**config.mk**
```make
export PLATFORM = sky130hd
export DESIGN_NAME = fp_scalar_cmp
export DESIGN_NICKNAME = d
export VERILOG_FILES = /design/src/rtl/fp64cmp_pkg.sv /design/src/rtl/fp64_classify.sv /design/src/rtl/fp64_order.sv /design/src/rtl/fp64_pred_eval.sv /design/src/rtl/fp_scalar_cmp.sv
export SDC_FILE = /design/constraint.sdc
export NUM_CORES = 1
export LEC_CHECK = 0
export ABC_AREA = 1
export BUFFER_PORTS_ARGS = -buffer_cell sky130_fd_sc_hd__buf_2
export CORE_AREA = 10 10 150 152
export CTS_CLUSTER_DIAMETER = 40
export DETAILED_ROUTE_END_ITERATION = 16
export DIE_AREA = 0 0 160 162
export PLACE_DENSITY_LB_ADDON = 0.12
export SYNTH_ARGS = -nofsm -noshare
export SYNTH_HDL_FRONTEND = slang
export SYNTH_HIERARCHICAL = 1
export SYNTH_SLANG_ARGS = --single-unit
```
**constraint.sdc**
```tcl
create_clock -name clk -period 2 [get_ports clk]
set_input_delay 0.1 -clock clk [delete_from_list [all_inputs] [get_ports clk]]
set_output_delay 0.1 -clock clk [all_outputs]
set_load 0.02 [all_outputs]
```
**src/rtl/fp64cmp_pkg.sv**
```systemverilog
package fp64cmp_pkg;

    typedef enum logic [1:0] {
        PLACE_KEEP = 2'd0,
        PLACE_SRC1 = 2'd1,
        PLACE_MASK = 2'd2,
        PLACE_ALT  = 2'd3
    } place_e;

    typedef struct packed {
        logic is_nan;
        logic is_snan;
        logic is_zero;
        logic is_sub;
    } fpcls_t;

endpackage

```
**src/rtl/fp64_classify.sv**
```systemverilog
module fp64_classify
    import fp64cmp_pkg::*;
#(
    parameter int EXP_W  = 11,
    parameter int FRAC_W = 52
) (
    input  logic [EXP_W+FRAC_W:0] val,
    output fpcls_t                cls
);
    logic [EXP_W-1:0]  exp_f;
    logic [FRAC_W-1:0] frac_f;
    logic              exp_ones, exp_none, frac_any;

    always_comb begin
        exp_f    = val[EXP_W+FRAC_W-1 -: EXP_W];
        frac_f   = val[FRAC_W-1:0];
        exp_ones = &exp_f;
        exp_none = ~|exp_f;
        frac_any = |frac_f;
        cls.is_nan  = exp_ones & frac_any;
        cls.is_snan = exp_ones & frac_any & ~frac_f[FRAC_W-1];
        cls.is_zero = exp_none & ~frac_any;
        cls.is_sub  = exp_none & frac_any;
    end
endmodule

```
**src/rtl/fp64_order.sv**
```systemverilog
module fp64_order #(
    parameter int LANE_W = 64
) (
    input  logic [LANE_W-1:0] opa,
    input  logic [LANE_W-1:0] opb,
    input  logic              zero_a,
    input  logic              zero_b,
    input  logic              unord,
    output logic              ord_eq,
    output logic              ord_lt
);
    localparam int MAG_W = LANE_W - 1;

    logic [MAG_W-1:0] mag_a, mag_b;
    logic             sgn_a, sgn_b, both_zero, eq_raw, lt_raw;

    always_comb begin
        mag_a     = opa[MAG_W-1:0];
        mag_b     = opb[MAG_W-1:0];
        sgn_a     = opa[LANE_W-1];
        sgn_b     = opb[LANE_W-1];
        both_zero = zero_a & zero_b;
        eq_raw    = both_zero | (opa == opb);
        if (sgn_a != sgn_b)
            lt_raw = sgn_a & ~both_zero;
        else if (!sgn_a)
            lt_raw = mag_a < mag_b;
        else
            lt_raw = mag_a > mag_b;
        ord_eq = ~unord & eq_raw;
        ord_lt = ~unord & lt_raw & ~eq_raw;
    end
endmodule

```
**src/rtl/fp64_pred_eval.sv**
```systemverilog
module fp64_pred_eval #(
    parameter int CODE_W = 5
) (
    input  logic [CODE_W-1:0] code,
    input  logic              unord,
    input  logic              ord_eq,
    input  logic              ord_lt,
    output logic              truth,
    output logic              signaling
);
    logic base;

    always_comb begin
        unique case (code[1:0])
            2'd0:    base = ord_eq;
            2'd1:    base = ord_lt;
            2'd2:    base = ord_lt | ord_eq;
            default: base = unord & ~code[3];
        endcase
        if (code[3] && code[1:0] != 2'd3)
            base = base | unord;
        truth     = base ^ code[2];
        signaling = code[0] ^ code[1] ^ code[CODE_W-1];
    end
endmodule

```
**src/rtl/fp_scalar_cmp.sv**
```systemverilog
module fp_scalar_cmp
    import fp64cmp_pkg::*;
#(
    parameter int EXP_W  = 11,
    parameter int FRAC_W = 52,
    parameter int CODE_W = 5,
    parameter int MASK_W = 8
) (
    input  logic                     clk,
    input  logic                     rst_n,
    input  logic                     in_valid,
    input  logic [1:0]               place_mode,
    input  logic [CODE_W-1:0]        pred,
    input  logic                     wm_en,
    input  logic                     wm_bit,
    input  logic [2*(EXP_W+FRAC_W+1)-1:0] src1,
    input  logic [EXP_W+FRAC_W:0]    src2_lo,
    input  logic [EXP_W+FRAC_W:0]    dst_hi,
    output logic                     out_valid,
    output logic [2*(EXP_W+FRAC_W+1)-1:0] res_vec,
    output logic [MASK_W-1:0]        res_mask,
    output logic                     flag_inv,
    output logic                     flag_den
);
    localparam int LANE_W    = EXP_W + FRAC_W + 1;
    localparam int VEC_W     = 2 * LANE_W;
    localparam int LEGACY_W  = 3;
    localparam int N_OPS     = 2;

    typedef struct packed {
        logic              valid;
        logic [VEC_W-1:0]  vec;
        logic [MASK_W-1:0] mask;
        logic              inv;
        logic              den;
    } stage_t;

    stage_t st_d, st_q;

    place_e            mode_e;
    logic [LANE_W-1:0] lanes [N_OPS];
    fpcls_t            cls   [N_OPS];
    logic [CODE_W-1:0] code_eff;
    logic              unord, ord_eq, ord_lt, truth, signaling;
    logic              snan_any, sub_any;

    assign mode_e   = place_e'(place_mode);
    assign lanes[0] = src1[LANE_W-1:0];
    assign lanes[1] = src2_lo;

    generate
        for (genvar g = 0; g < N_OPS; g++) begin : g_cls
            fp64_classify #(.EXP_W(EXP_W), .FRAC_W(FRAC_W)) u_cls (
                .val (lanes[g]),
                .cls (cls[g])
            );
        end
    endgenerate

    assign unord    = cls[0].is_nan  | cls[1].is_nan;
    assign snan_any = cls[0].is_snan | cls[1].is_snan;
    assign sub_any  = cls[0].is_sub  | cls[1].is_sub;
    assign code_eff = (mode_e == PLACE_KEEP)
                    ? {{(CODE_W-LEGACY_W){1'b0}}, pred[LEGACY_W-1:0]} : pred;

    fp64_order #(.LANE_W(LANE_W)) u_ord (
        .opa    (lanes[0]),
        .opb    (lanes[1]),
        .zero_a (cls[0].is_zero),
        .zero_b (cls[1].is_zero),
        .unord  (unord),
        .ord_eq (ord_eq),
        .ord_lt (ord_lt)
    );

    fp64_pred_eval #(.CODE_W(CODE_W)) u_pred (
        .code      (code_eff),
        .unord     (unord),
        .ord_eq    (ord_eq),
        .ord_lt    (ord_lt),
        .truth     (truth),
        .signaling (signaling)
    );

    always_comb begin
        st_d       = st_q;
        st_d.valid = in_valid;
        if (in_valid) begin
            st_d.inv  = snan_any | (unord & signaling);
            st_d.den  = sub_any;
            st_d.mask = '0;
            unique case (mode_e)
                PLACE_KEEP: st_d.vec = {dst_hi, {LANE_W{truth}}};
                PLACE_MASK: begin
                    st_d.vec     = '0;
                    st_d.mask[0] = truth & (wm_bit | ~wm_en);
                end
                default:    st_d.vec = {src1[VEC_W-1:LANE_W], {LANE_W{truth}}};
            endcase
        end
    end

    always_ff @(posedge clk or negedge rst_n) begin
        if (!rst_n) st_q <= '0;
        else        st_q <= st_d;
    end

    assign out_valid = st_q.valid;
    assign res_vec   = st_q.vec;
    assign res_mask  = st_q.mask;
    assign flag_inv  = st_q.inv;
    assign flag_den  = st_q.den;

    AST_NAN_NO_ORDER: assert property (@(posedge clk) disable iff (!rst_n)
        unord |-> !(ord_eq || ord_lt));
    AST_LOW_LANE_SHAPE: assert property (@(posedge clk) disable iff (!rst_n)
        (out_valid && $past(place_mode) != PLACE_MASK) |->
        (res_vec[LANE_W-1:0] == '0 || res_vec[LANE_W-1:0] == '1));
    AST_UPPER_FROM_SRC1: assert property (@(posedge clk) disable iff (!rst_n)
        (in_valid && (place_mode == PLACE_SRC1 || place_mode == PLACE_ALT)) |=>
        (res_vec[VEC_W-1:LANE_W] == $past(src1[VEC_W-1:LANE_W])));
    AST_MASK_ZEROING: assert property (@(posedge clk) disable iff (!rst_n)
        (in_valid && place_mode == PLACE_MASK && wm_en && !wm_bit) |=>
        (res_mask == '0 && res_vec == '0));
    AST_MASK_HIGH_CLEAR: assert property (@(posedge clk) disable iff (!rst_n)
        res_mask[MASK_W-1:1] == '0);
    AST_INV_ON_SNAN: assert property (@(posedge clk) disable iff (!rst_n)
        (in_valid && snan_any) |=> flag_inv);
    AST_STROBE_FOLLOWS: assert property (@(posedge clk) disable iff (!rst_n)
        in_valid |=> out_valid);
    AST_HOLD_IDLE: assert property (@(posedge clk) disable iff (!rst_n)
        !in_valid |=> (!out_valid && $stable(res_vec) && $stable(res_mask)));
endmodule

```
# Word-level counts from Yosys, hierarchy flattened
# Cells that the tools add are included.
[op_classes]
n_lt_le_gt_ge = 2
n_bitwise = 36
n_reduce_logical = 11
mux = 7
n_eq_ne = 6
[op_table]
columns = ["op", "n"]
rows = [
  ["128-bit case mux with 2 select lines", 1],
  ["52-bit OR reduction", 2],
  ["64-bit == test", 1],
  ["63-bit > comparator", 1],
  ["63-bit < comparator", 1],
  ["11-bit AND reduction", 2],
  ["11-bit OR reduction", 2],
  ["1-bit bitwise AND", 16],
  ["1-bit NOT", 9],
  ["1-bit OR", 8],
  ["5-bit 2-to-1 mux", 1],
  ["2-bit == test, second input constant", 2],
  ["2-bit zero test", 2],
  ["1-bit 2-to-1 mux", 4],
  ["1-bit case mux with 3 select lines", 1],
  ["1-bit XOR", 3],
  ["2-bit by 1-bit == test with 1-bit output, second input constant", 1],
  ["1-bit zero test", 2],
  ["2-bit inequality test, second input constant", 1],
  ["1-bit logical AND", 1],
  ["1-bit inequality test", 1],
]
[word_totals]
out_inout_bits = 139
regBits = 132
inputBits = 268

# Longest topological paths before layout
# Gate-level depths: netlist of run 1.
[logic_depth]
ltp_word = 16
ltp_mapped = 27
depth_no_buf = 27

# Cells and area by module
# The synthesis of run 1 kept the hierarchy.
[modules_own_cells]
columns = ["mod", "cells_each", "seq_area_each_um2", "area_per_inst_um2", "n_inst"]
rows = [
  ["fp_scalar_cmp", 453, 1726.7, 3658.5, 1],
  ["fp64_order", 347, 0.0, 1973.1, 1],
  ["fp64_classify", 63, 0.0, 264.0, 2],
  ["fp64_pred_eval", 23, 0.0, 146.4, 1],
]

# Least setup slack after synthesis of run 1
# Ideal clock, no wire load.
[synth_path]
path_kind = "input to register"
from = "input port src2_lo[47]"
to = "register st_q, in the netlist res_mask[0]"
stages = 25
setup_slack_ps = 19
arrival_ps = 1916
path_buffers = 0
setup_ps = 65
cell_sequence = "nor2_1 nand2_1 nor2_1 nand2_1 nor2_2 nand2_1 nand2_1 inv_1 nor2_1 inv_1 or2_1 nor2_1 nand2_1 nor2_2 nand2_1 nand2_1 inv_1 nand2_1 nand2_1 nand2_1 nand2_1 nand2_1 nand2_1 nand3b_1 nand2_1"
[synth_rtl]
columns = ["item", "line", "rtl"]
rows = [
  ["start, declared", "fp_scalar_cmp.sv:17", "input logic [EXP_W+FRAC_W:0] src2_lo,"],
  ["end signal, assigned", "fp_scalar_cmp.sv:105", "else st_q <= st_d;"],
  ["end, declared", "fp_scalar_cmp.sv:38", "stage_t st_d, st_q;"],
]

# Final worst setup path of run 1
[layout_path]
from = "input port src2_lo[26]"
to = "register st_q, in the netlist res_mask[0]"
[layout_via]
elab_chain_cells = 16
[layout_lines]
columns = ["item", "line", "rtl"]
rows = [
  ["parallel branches: the longest is 8 deep, another holds 63-bit < comparator", "-", ""],
  ["1-bit bitwise AND *", "fp64_order.sv:31", "ord_lt = ~unord & lt_raw & ~eq_raw;"],
  ["net ord_lt", "fp_scalar_cmp.sv:44", "logic unord, ord_eq, ord_lt, truth, signaling;"],
  ["1-bit OR", "fp64_pred_eval.sv:17", "2'd2: base = ord_lt | ord_eq;"],
  ["1-bit case mux with 3 select lines *", "fp64_pred_eval.sv:14", "unique case (code[1:0])"],
  ["1-bit OR", "fp64_pred_eval.sv:21", "base = base | unord;"],
  ["1-bit 2-to-1 mux *", "fp64_pred_eval.sv:20", "if (code[3] && code[1:0] != 2'd3)"],
  ["1-bit XOR *", "fp64_pred_eval.sv:22", "truth = base ^ code[2];"],
  ["net truth", "fp_scalar_cmp.sv:44", ""],
  ["1-bit bitwise AND *", "fp_scalar_cmp.sv:96", "st_d.mask[0] = truth & (wm_bit | ~wm_en);"],
  ["1-bit 2-to-1 mux *", "fp_scalar_cmp.sv:92", "unique case (mode_e)"],
]
# Mark *: on every way through the listed nets, which the timed path passes.
# A chain may end at the register's enable or synchronous reset.

==> results, run 1 <==
- The initial standard-cell utilization of the core is 32.5%.
- Synthesis produced a netlist whose cell count is 949.
- Summed over all layers, the routed wires come to 29.5 mm.
- The count of routing violations after the opening detailed-route iteration is between 300 and 400.
- The floorplan step defined a die boundary enclosing about 26000 um^2.
- The clock net in this run drives a total of 69 sinks.
- The fraction of synthesized cell area taken by the top area cell type is 27.4%.
- The number of buffers inserted during clock tree synthesis is 9.
- After synthesis, the largest family of logic cells by area is simple AND/OR/NAND/NOR gates.
- The power density over the cells is 524 nW/um^2.
- By area the synthesized netlist is led by sky130_fd_sc_hd__dfrtp_1 27%, sky130_fd_sc_hd__ha_1 13%, sky130_fd_sc_hd__nand2_1 13%.
- The final reports fail on negative setup slack.
- The count of warnings emitted by yosys is 6.
- For the pin with the worst max-slew slack, the measured transition is 0.758 ns.
- The minimum setup slack after placement is -0.501 ns.
- The first-pass GRT wire length is 43.3 mm.
- The register bit count reported by yosys is 69.
- The horizontal extent of the die is 160 um.
- The average instance in the mapped netlist occupies 6.64 um^2.
- Among all cell types in the netlist, the one instantiated most often is sky130_fd_sc_hd__nand2_1.
- The element type at the critical path end is a register.
- By count the netlist is led by 213 x sky130_fd_sc_hd__nand2_1, 166 x sky130_fd_sc_hd__nor2_1, 155 x sky130_fd_sc_hd__a21oi_1.
- Using the TritonRoute via totals, the vias-per-cell ratio works out to between 4 and 5.
- The maximum fanout along the worst path is 2.
- The share of synthesized area occupied by flip-flops and latches is a little over a quarter.
- The setup path with the least slack is of type in -> reg.
- The clock tree from TritonCTS is done.
- The later pin in the worst-skew pair is clocked with a latency of 0.34 ns.
- In the final layout, the share of cells above drive strength 1 is 49.7%.
- The class of the most critical hold timing path is in -> reg.
- The overall track demand over capacity in global routing is about a fifth.
- The tree is rooted in a sky130_fd_sc_hd__clkbuf_16.
- The clock transition time at the flip-flop clock pins of the worst setup and hold paths is ~0.060 ns.
- Once detail routing completed, the nets flagged for antenna violations numbered 0.
- Adding up every negative setup slack in the final design gives -0.0143 ns.
- Summing the areas of all and, or, nand and nor instances in the mapped netlist gives about 28% of the synthesized area.
- Once layout is complete, the utilization of the core stands at a little under three fifths.
- Across the run, the number of max-cap violations was 0.
- The delay of the slowest cell on the worst path is approximately 0.21 ns.
- The number of antenna violations at the first check in global routing is 8.
- The run finished, with violations left.
- The design draws 5730 uW.
- The worst setup path is launched from a primary input.
- Summing every instance area after synthesis gives 6310 um^2.
- The maximum number of pins on one net before global-route repair is 70.
- The final worst clock skew is 0 ns.
- The number of endpoints failing setup at the final stage is 1.
- In this design, the critical path's most frequently occurring cell is sky130_fd_sc_hd__nand2_1.
- The shortest period the worst path allows is 2.01 ns.
- The level count of the clock H-tree is 3.
- The number of global-route vias before repair came to 8170.
- The region available for standard cell placement spans 19400 um^2.
- The XOR/XNOR share of the synthesized area is 0.139%.
- The biggest area contributor in the post-synthesis netlist is sky130_fd_sc_hd__dfrtp_1.
- The final HPWL from detailed placement is 22.6 mm.
- The proportion of register bits with asynchronous set or reset after synthesis is 100%.
- The I/O pin count is 407.
- In the post-route analysis, the smallest setup slack over all paths is -0.0143 ns.
- For this run, the post-layout net count is 1781.
- The leakage power summed over all cells is roughly 0.0057 uW.
- The floorplan step set the die height to roughly 160 um.
- The share of synthesized area spent on multiplexers is 0%.
- Setup repair after global routing could not meet its margin everywhere.
- The longest clock path from root to sink contains 2 buffers.
- For this run, the leading register cell type out of synthesis is sky130_fd_sc_hd__dfrtp_1.
- The number of DRC violations after detailed routing is 0.
- Relative to the synthesized area, the layout overhead comes to 73.5%.
- After global routing the overflow that remains totals 0.
- The first detailed-routing pass took 6 iterations.
- The final route contains 7884 vias.
- At the worst endpoint, the arrival time is 2.29 ns.
- The routed length per instance is about 17 um.
- The area fraction in compound gates after synthesis is 13.2%.
- For the worst setup path, the data required time is 2.28 ns.
- The adder and majority gate portion of the synthesized area is 13.5%.
- The number of hold-slack violations in the final timing report was 0.
- On the critical path, the stage with the largest delay is an instance of sky130_fd_sc_hd__ha_4.
- The number of distinct library cell variants in the gate-level netlist after synthesis is 31.
- The count of buffers from port buffering is 399.
- The relative max-transition margin is 49.4%.
- After layout, the worst path uses 101% of the clock period.
- The number of placement rows is 51.
- The weighted congestion at the end of routability-driven global placement is 0.882.
- The peak ir drop on the vdd network is 0.000516 V.
- The final max-slew violation count is 0.
- Counting flops with a built-in enable in the synthesized netlist gives 0.
- The top achievable clock speed is 0.496 GHz.
## critical path: cells and delay by family
family / cells / cell delay [ns]
and+or+nand+nor: 21 / 1.49
buffers and inverters: 5 / 0.38
adders and majority gates: 1 / 0.21
AOI/OAI and AO/OA: 1 / 0.11
## metal layers
layer / part of all wire (%) / up-vias / global-route usage [%]
met3: 9.1 / 40 / 7.15
li1: - / 3934 / -
met5: 0.024 / - / 0
met1: 38 / 3591 / 23.4
met4: 2.1 / 2 / 7.01
met2: 50 / 317 / 35.6
## power breakdown
group          internal, uW  leakage (uW)  switching (uW)
combinational          1040       0.00477            1380
clock                  1010      0.000153             674
sequential             1540      0.000810            84.1
## logic make-up (layout without fill, tap and decap cells)
group	count (synthesis)	after routing
other	1	14
adders and majority gates	68	68
and+or+nand+nor	434	434
AOI/OAI and AO/OA	163	163
buffers and inverters	213	708
xor gates and xnor gates	1	1
DFF	69	69
## cells in the final DEF, fill, tap and decap left out, drive strengths merged
| cell type | count |
|---|---|
| buf | 525 |
| nand2 | 216 |
| nor2 | 176 |
| a21oi | 155 |
| inv | 114 |
| dfrtp | 69 |
| ha | 68 |
| dlygate4sd3 | 53 |
| nand3 | 14 |
| nand4 | 13 |
| clkbuf | 10 |
| diode | 7 |
| conb | 7 |
| nor3 | 5 |
| clkinv | 5 |
| nor4 | 4 |
| o21ai | 4 |
| a21o | 3 |
| or2 | 3 |
| and2 | 2 |
| nand3b | 1 |
| bufinv | 1 |
| xor2 | 1 |
| o211ai | 1 |
## flip-flops by register name, summed over array words and instances (netlist names)
| name | cells |
|---|---|
| res_mask | 1 |
| res_vec | 65 |
| flag_inv | 1 |
| flag_den | 1 |
| out_valid | 1 |
## area by class of cell
cell class	count	area (um^2)
flip-flops and latches	69	1730
inverters	114	445
clock inverters	6	70.1
fillers	1915	8460
multi-input cells	673	4300
repair buffers	578	3810
well taps	265	332
diodes	7	17.5
clock buffers	10	239
## per-stage QoR
stage | hold WS [ns] | cell area, um^2 | cells
5_1_grt | 0.00549 | 10900 | 1720
4_1_cts | 0.000119 | 9920 | 1712
3_3_place_gp | 0.166 | 8800 | 1626
3_5_place_dp | 0.165 | 8800 | 1626
6_report | 0.0138 | 10900 | 1722
2_1_floorplan | -0.196 | 6330 | 955
## final timing paths
kind	slack, ns	end	from	cells after the start
min	0.01	res_vec[92]	dst_hi[28]	3
max reg2reg	1.25	res_vec[63]	res_vec[63]	2
min reg2reg	0.48	res_mask[0]	res_mask[0]	2
max	-0.01	res_mask[0]	src2_lo[26]	28
max in group asynchronous	1.36	res_vec[70]	rst_n	3
min in group asynchronous	0.32	res_vec[82]	rst_n	3
## repair_timing
item,in CTS,in global routing
setup endpoints to repair,2,3
pin swaps,26,126
hold endpoints to repair,121,0
buffers inserted,19,5
hold buffers,53,0
resized for setup,36,200
No activity file was read; power rests on OpenSTA's default activity.
==> run 2: changes to the inputs <==
Settings changed: CORE_AREA 10 10 150 152 to 2 2 160 162, DIE_AREA 0 0 160 162 to 0 0 162 164, SETUP_SLACK_MARGIN from default to 0.3.
==> run 2 against run 1 <==
Against the previous run: cell count grew 1.3%; register-to-register slack lost 0.20 ns; worst setup slack lost 0.065 ns; routed wire length shrank 13%; the flow still finishes with violations (negative setup slack); via count shrank 5.5%; flip-flop and latch count is the same; critical path type unchanged; sequential share of layout area grew 1.2 points; global-route usage shrank 2.4 points; fmax shrank 3.1%; final area shrank 7.1%; clock power grew 9.5%.
==> results, run 2 (synthesis gave the netlist of run 1 again) <==
- The flip-flop count of the largest register after layout is 65 (unchanged).
- TritonCTS built the clock tree.
- The number of placement rows is 58 (+14%).
- The floorplan core area is 24800 um^2 (+28%).
- The delay of the slowest cell on the worst path is 0.26 ns (+0.05 ns).
- The run finished, with violations left.
- The tree is rooted in a sky130_fd_sc_hd__clkbuf_16.
- The number of antenna violations at the first check in global routing is 4 (-4).
- The horizontal extent of the die is 162 um (+1.3%).
- The share of total power consumed by net switching is 36.9% (-0.46 points).
- The relative max-transition margin was 48.0% (-1.5 points).
- The total grt overflow is 0 (unchanged).
- The initial standard-cell utilization of the core was 25.4% (-7.1 points).
- The area growth from synthesis to layout is 61.2%.
- The number of global-route vias before repair came to 7324 (-10%).
- The library cell used most frequently in the layout, excluding fill and tap cells, is sky130_fd_sc_hd__buf_2.
- The number of endpoints failing setup at the final stage is 2 (+1).
- The number of DRC violations after detailed routing is 0 (unchanged).
- The clock transition time at the flip-flop clock pins of the worst setup and hold paths came to 0.06 ns (about the same).
- The count of buffer and inverter cells on the critical path is 6 (+1).
- The top achievable clock speed is 0.481 GHz (-3.1%).
- The net switching component of the power is 2070 uW (-3.6%).
- The number of hold-slack violations in the final timing report is 0 (unchanged).
- The share of the cycle needed by the critical path after routing is 104% (+3.2 points).
- The cell family contributing the most delay on the critical path is simple AND/OR/NAND/NOR gates.
- The minimum setup slack after placement was -0.488 ns (+0.0130 ns).
- The weighted congestion at the end of routability-driven global placement is 0.829 (-6.0%).
- The part of the power in the clock network is 33.0% (+3.6 points).
- The leakage power summed over all cells came to 0.00548 uW (-4.4%).
- In the layout the commonest cells are 372 x sky130_fd_sc_hd__buf_2, 189 x sky130_fd_sc_hd__nand2_1, 151 x sky130_fd_sc_hd__a21oi_1.
- The cell-internal power came to 3530 uW (-1.6%).
- The I/O pin count is 407 (unchanged).
- The hold path depth is 3 (unchanged).
- The final wirelength is 25.5 mm (-13%).
- The class of the most critical hold timing path is in -> reg.
- The count of buffers from port buffering was 399 (unchanged).
- The number of buffers inserted during clock tree synthesis is 9 (unchanged).
- The maximum fanout along the worst path is 2 (unchanged).
- The overall track demand over capacity in global routing is 18.2% (-2.4 points).
- The instance area at placement is 8640 um^2 (-1.8%).
- The level count of the clock H-tree is 3 (unchanged).
- The most numerous cell on the critical path is sky130_fd_sc_hd__nand2_1.
- The insertion delay of the later-clocked pin in the worst-skew pair is 0.34 ns (about the same).
- The final max-slew violation count is 0 (unchanged).
- The worst hold slack after final layout is 0.0147 ns (+0.000893 ns).
- The combinational share of power was 37.7% (-4.6 points).
- The total via count after detailed routing is 7452 (-5.5%).
- The shortest period the worst path allows is 2.08 ns (+0.0649 ns).
- The max capacitance violation total is 0 (unchanged).
- The critical path goes through buf_6 > buf_4 > inv_2 > ha_4 > nand2_2 > nor2_1 > nand4_1 > nor2_1 > nand2_1 > nor2_2 > buf_4 > inv_1 > a21oi_2 > nor2_2 > nand2_1 > nand2_1 > inv_1 > nand2_1 > nand2_1 > nand3_1 > nand2_1 > nand2_1 > nand3b_1 > nand2_1.
- The worst setup slack after layout is -0.0792 ns (-0.0649 ns).
- The worst path required time was 2.27 ns (about the same).
- The power density over the cells was 550 nW/um^2 (+5.1%).
- The number of search-and-repair iterations in the first detailed-routing pass is 5 (-1).
- The cell with the biggest individual delay on the critical path is sky130_fd_sc_hd__ha_4.
- The number of buffers between clock root and the deepest sink came to 2 (unchanged).
- The final standard cell area without fillers is 10200 um^2 (-7.1%).
- The cell count along the critical path came to 24 (-14%).
- The routed length per instance is 14.6 um (-14%).
- The depth of the worst register-to-register path was 2 (unchanged).
- The count of routing violations after the opening detailed-route iteration is 298 (-20%).
- The number of nets in the finished design is 1744 (-2.1%).
- The pin slew with the least headroom to its limit is 0.780 ns (+0.0222 ns).
- The area of the die was 26600 um^2 (+2.5%).
- The power share of the sequential group came to 29.4% (+1.1 points).
- The final worst clock skew is 0 ns (unchanged).
- The post-detailed-route count of antenna-violating nets is 0 (unchanged).
- The worst path arrival time is 2.35 ns (+0.06 ns).
- Setup repair after global routing could not meet its margin everywhere.
- STA classifies the critical path endpoint as a register.
- The final HPWL from detailed placement came to 19.7 mm (-13%).
- The peak ir drop on the vdd network was 0.000365 V (-29%).
- The maximum number of pins on one net before global-route repair is 70 (unchanged).
- The die boundary height came to 164 um (+1.2%).
- The first-pass GRT wire length is 38.0 mm (-12%).
- The via density per instance is 4.27 (-6.7%).
- The kind of start point of the critical path is a primary input.
- The number of fillers in the final layout came to 2701 (+41%).
- The number of clock sinks came to 69 (unchanged).
- The fraction of final layout cells sized beyond drive strength 1 is 43.9% (-5.8 points).
- The final reports fail on negative setup slack.
- The path type of the worst setup path is in -> reg.
-- run 2: cell types whose count changed in the layout (fill, tap and decap cells not counted), sizes merged --
| cell | change |
|---|---|
| inv | +1 |
| clkinv | -2 |
| buf | -32 |
| clkbuf | -1 |
| dlygate4sd3 | -5 |
| diode | -6 |
| clkinvlp | +1 |
| bufinv | +1 |
-- run 2: worst min-delay path, delay by kind of cell --
family / cells / cell delay (ns)
buffers and inverters: 1 / 0.10
and+or+nand+nor: 1 / 0.06
AOI/OAI and AO/OA: 1 / 0.06
-- run 2: through the flow --
stage	setup TNS (ns)	power, uW	util, %	instances
finish	-0.0823	5590	41.0	1744
detailed placement	-0.926	3580	34.8	1655
floorplan	0	2890	-	955
global placement	-0.842	3590	34.8	1655
global route	-0.424	5930	41.0	1744
CTS	0	5580	39.4	1739
-- run 2: repair_timing --
action | 4_1_cts | 5_1_grt
gates resized for setup | 42 | 82
endpoints found under the hold margin | 116 | 0
hold buffers | 48 | 0
setup buffers | 20 | 4
pin swaps | 28 | 72
endpoints found under the setup margin | 2 | 7
-- run 2: worst paths after layout --
kind	startpoint	endpoint	slack, ns
worst max-delay path	src2_lo[18]	res_mask[0]	-0.08
worst min-delay path	dst_hi[45]	res_vec[109]	0.01
worst max register to register	res_vec[63]	res_vec[63]	1.05
worst min register to register	res_mask[0]	res_mask[0]	0.49
max in group asynchronous	rst_n	res_vec[63]	1.32
min in group asynchronous	rst_n	res_vec[89]	0.29
-- run 2: layout make-up --
type | instances | area (um^2) | area share, %
tap | 330 | 413 | 4.06
inverter | 114 | 428 | 4.21
multi-input combinational | 673 | 3860 | 38.0
timing repair buffer | 541 | 3400 | 33.5
antenna | 1 | 2.50 | 0.0246
sequential | 69 | 1730 | 17.0
clock buffer | 9 | 225 | 2.22
clock inverter | 7 | 105 | 1.03
-- run 2: layer usage --
layer	vias up	global-route usage, %	share of wire [%]
met1	3335	23.1	44
met5	-	0	0.090
met2	244	31.7	49
met4	4	4.51	1.5
met3	26	3.74	6.1
li1	3843	-	-
-- run 2: power groups by stage --
stage / registers, uW / logic (uW) / clock network, uW
floorplan: 1840 / 1050 / 0
global placement: 1660 / 1930 / 0
detailed placement: 1660 / 1920 / 0
CTS: 1640 / 2050 / 1890
global route: 1670 / 2320 / 1950
finish: 1640 / 2110 / 1840
==> run 3: changes to the inputs <==
Settings changed: ABC_AREA 1 to default.
==> run 3 against run 2 <==
Against the previous run: the run still ends with negative setup slack left; critical path depth fell by 10; count of clock-buffer cells in the layout stayed put; area after synthesis decreased by 2.4%; clock skew unchanged; final area is 9.6% lower; utilization shrank 3.9 points; routed wire length is 5.2% lower; first-iteration DRC count rose by 20%; cell count down 15%; register-to-register slack better by 0.13 ns; total power is 5.6% lower; sequential share of layout area grew 1.8 points.
==> results, run 3 <==
- The run finished, with violations left.
- The final reports fail on negative setup slack.
- The total via count after detailed routing is 6773 (-9.1%).
- The class of the most critical hold timing path is in -> reg.
- The leakage power summed over all cells came to 0.00472 uW (-14%).
- After synthesis, the cell types taking the most area are sky130_fd_sc_hd__dfrtp_1 28%, sky130_fd_sc_hd__ha_1 14%, sky130_fd_sc_hd__buf_4 8.7%.
- The final non-filler cell total is 1491 (-15%).
- The routed length per instance came to 16.2 um (+11%).
- The area of the die is 26600 um^2 (unchanged).
- The number of hold-slack violations in the final timing report is 0 (unchanged).
- The floorplan core area was 24800 um^2 (unchanged).
- The number of buffers between clock root and the deepest sink was 2 (unchanged).
- The count of buffers from port buffering came to 399 (unchanged).
- The top cell types in the final layout, fill and taps aside, are 393 x sky130_fd_sc_hd__buf_2, 87 x sky130_fd_sc_hd__nand2_1, 75 x sky130_fd_sc_hd__nor2_1.
- The number of placed instances, taps included was 1466 (-11%).
- The number of nets in the finished design is 1489 (-15%).
- The endpoint of the most critical setup path is res_mask[0].
- The number of antenna violations at the first check in global routing is 6 (+2).
- The register bit count reported by yosys is 69 (unchanged).
- The worst register-to-register path ends at res_mask[0].
- The depth of the worst register-to-register path is 2 (unchanged).
- The flip-flop count of the largest register after layout came to 65 (unchanged).
- The number of search-and-repair iterations in the first detailed-routing pass was 4 (-1).
- The number of DRC violations after detailed routing is 0 (unchanged).
- The clock transition time at the flip-flop clock pins of the worst setup and hold paths is 0.06 ns (about the same).
- Relative to the synthesized area, the layout overhead comes to 49.2%.
- The worst setup slack after layout is -0.472 ns (-0.392 ns).
- By count the netlist is led by 87 x sky130_fd_sc_hd__nand2_1, 76 x sky130_fd_sc_hd__nor2_1, 71 x sky130_fd_sc_hd__buf_4.
- The proportion of register bits with asynchronous set or reset after synthesis is 100% (unchanged).
- The worst path required time came to 2.23 ns (-0.04 ns).
- The library cell used most frequently in the layout, excluding fill and tap cells, is sky130_fd_sc_hd__buf_2.
- The number of buffers inserted during clock tree synthesis is 9 (unchanged).
- The fraction of final layout cells sized beyond drive strength 1 came to 48.6% (+4.7 points).
- The overall track demand over capacity in global routing was 17.6% (-0.63 points).
- The count of warnings emitted by yosys is 6 (unchanged).
- The final max-slew violation count is 0 (unchanged).
- The kind of start point of the critical path is a primary input.
- The fraction of the core area covered by cells at the end of the flow came to 37.0% (-3.9 points).
- The number of distinct library cell variants in the gate-level netlist after synthesis is 46 (+48%).
- The number of global-route vias before repair was 6502 (-11%).
- Setup repair after global routing could not meet its margin everywhere.
- The count of routing violations after the opening detailed-route iteration is 358 (+20%).
- The initial standard-cell utilization of the core is 24.8% (-0.61 points).
- The final wirelength is 24.2 mm (-5.2%).
- The share of synthesized area occupied by flip-flops and latches is 28.1% (+0.67 points).
- TritonCTS built the clock tree.
- The die boundary height is 164 um (unchanged).
- The level count of the clock H-tree is 3 (unchanged).
- The number of clock sinks is 69 (unchanged).
- The path type of the worst setup path is in -> reg.
- The shortest period the worst path allows came to 2.47 ns (+0.392 ns).
- The I/O pin count is 407 (unchanged).
- The share of the cycle needed by the critical path after routing came to 124% (+20 points).
- The maximum fanout along the worst path came to 3 (+1).
- The start point of the critical path is src1[2].
- The power density over the cells is 575 nW/um^2 (+4.4%).
- The final-layout setup total negative slack came to -0.926 ns (-0.844 ns).
- The first-pass GRT wire length came to 36.2 mm (-4.7%).
- The pin slew with the least headroom to its limit came to 0.585 ns (-0.196 ns).
- The worst setup path is captured at a register.
- The netlist area before placement was 6150 um^2 (-2.4%).
- The final worst clock skew was 0 ns (unchanged).
- The worst path arrival time is 2.70 ns (+0.35 ns).
- The post-detailed-route count of antenna-violating nets is 0 (unchanged).
- The startpoint of the worst-slack reg-to-reg timing path is res_mask[0].
- CTS placed an instance of sky130_fd_sc_hd__clkbuf_16 at the clock tree root.
- The top achievable clock speed is 0.405 GHz (-16%).
- The number of endpoints failing setup at the final stage is 2 (unchanged).
- The peak ir drop on the vdd network is 0.000400 V (+9.5%).
- The via density per instance was 4.54 (+6.3%).
- The weighted congestion at the end of routability-driven global placement came to 0.834 (+0.58%).
- The leading register cell type out of synthesis is sky130_fd_sc_hd__dfrtp_1.
- The number of placement rows is 58 (unchanged).
- The number of instances in the synthesized netlist is 766 (-19%).
- The biggest area contributor in the post-synthesis netlist is sky130_fd_sc_hd__dfrtp_1.
- The fraction of synthesized cell area taken by the top area cell type came to 28.1% (+0.67 points).
- The total grt overflow is 0 (unchanged).
- The synthesized area per cell came to 8.03 um^2 (+21%).
- The maximum number of pins on one net before global-route repair is 65 (-7.1%).
- The library cell with the highest instance count after synthesis is sky130_fd_sc_hd__nand2_1.
- The register-to-register path setup slack is 1.18 ns (+0.13 ns).
- The final HPWL from detailed placement is 20.2 mm (+2.4%).
- The relative max-transition margin is 61.0% (+13 points).
- The final standard cell area without fillers is 9190 um^2 (-9.6%).
- The number of enable-type register cells in the synthesized netlist is 0 (unchanged).
- The insertion delay of the later-clocked pin in the worst-skew pair was 0.34 ns (about the same).
- The max capacitance violation total is 0 (unchanged).
- The instance area at placement is 8710 um^2 (+0.85%).
- The horizontal extent of the die is 162 um (unchanged).
## run 3: cell types whose count changed after synthesis, moves of 13 or more
cell                       delta
sky130_fd_sc_hd__a21oi_1    -127
sky130_fd_sc_hd__a31oi_1     +66
sky130_fd_sc_hd__clkbuf_1    +15
sky130_fd_sc_hd__inv_1       -28
sky130_fd_sc_hd__inv_2       -14
sky130_fd_sc_hd__nand2_1    -126
sky130_fd_sc_hd__nor2_1      -90
sky130_fd_sc_hd__nor4_1      +25
sky130_fd_sc_hd__or3b_1      +51
sky130_fd_sc_hd__or3b_2      +13
## run 3: kinds of logic (layout without fill, tap and decap cells)
| kind of cell | Yosys count | count (layout) | synth area share, % |
|---|---|---|---|
| flops | 69 | 69 | 28.1 |
| mux | 1 | 1 | 0.224 |
| buf+inv | 176 | 562 | 15.8 |
| simple gates | 323 | 323 | 29.0 |
| other cells | 1 | 10 | 0.0609 |
| compound gates | 125 | 125 | 12.7 |
| fa+ha+maj | 68 | 68 | 13.8 |
| xor+xnor | 3 | 3 | 0.427 |
## run 3: area by class of cell
cell class	count	area, um^2
inverter	70	273
antenna	3	7.51
timing repair buffer	476	2680
multi-input combinational	527	3780
fill	2716	15600
clock buffer	9	225
sequential	69	1730
tap	330	413
clock inverter	7	73.8
## run 3: per-stage QoR
stage / worst slack, ns / hold WS, ns / total power, uW
2_1_floorplan: -0.429 / -0.196 / 2960
3_3_place_gp: -0.862 / 0.135 / 3650
3_5_place_dp: -0.875 / 0.147 / 3650
4_1_cts: -0.469 / 0.0000207 / 5350
5_1_grt: -0.606 / 0.0147 / 5610
6_report: -0.472 / 0.0155 / 5280
## run 3: worst min-delay path by stage
stage                     startpoint     endpoint  cells past startpoint
after detailed placement       rst_n  res_vec[90]                      1
after CTS                   src1[74]  res_vec[74]                      3
after floorplan                rst_n     flag_den                      0
final                       src1[82]  res_vec[82]                      3
after global placement         rst_n  res_vec[90]                      1
after global routing        src1[85]  res_vec[85]                      3
## run 3: timing repair
action | CTS | global route
setup endpoints to repair | 2 | 2
buffers inserted | 3 | 1
resized for setup | 15 | 8
hold endpoints to repair | 39 | 0
hold buffers | 2 | 0
pin swaps | 9 | 3
## run 3: worst max-delay path: stages
cell and delay, ns:
sky130_fd_sc_hd__buf_2 0.12, sky130_fd_sc_hd__ha_4 0.22, sky130_fd_sc_hd__a21oi_2 0.13, sky130_fd_sc_hd__a21oi_2 0.07, sky130_fd_sc_hd__o31ai_2 0.27, sky130_fd_sc_hd__o211ai_1 0.18
sky130_fd_sc_hd__a221o_1 0.37, sky130_fd_sc_hd__or4_4 0.44, sky130_fd_sc_hd__a31oi_4 0.16, sky130_fd_sc_hd__o21ai_1 0.09, sky130_fd_sc_hd__a21oi_2 0.13, sky130_fd_sc_hd__a21oi_2 0.04
sky130_fd_sc_hd__xnor2_1 0.14, sky130_fd_sc_hd__a41o_1 0.23
## run 3: layer usage
metal / global-route usage (%) / up-vias / wire (um) / part of all wire, %
met3: 3.99 / 35 / 1600 / 6.6
met4: 4.83 / 4 / 461 / 1.9
met1: 21.3 / 3066 / 10000 / 41
li1: - / 3414 / - / -
met2: 31.4 / 254 / 12100 / 50
met5: 0 / - / 23 / 0.095
## run 3: where the power goes
group	internal (uW)	total [uW]	switching, uW
Sequential	1540	1610	70.2
Clock	970	1630	662
Combinational	826	2040	1210
Total	3330	5280	1940
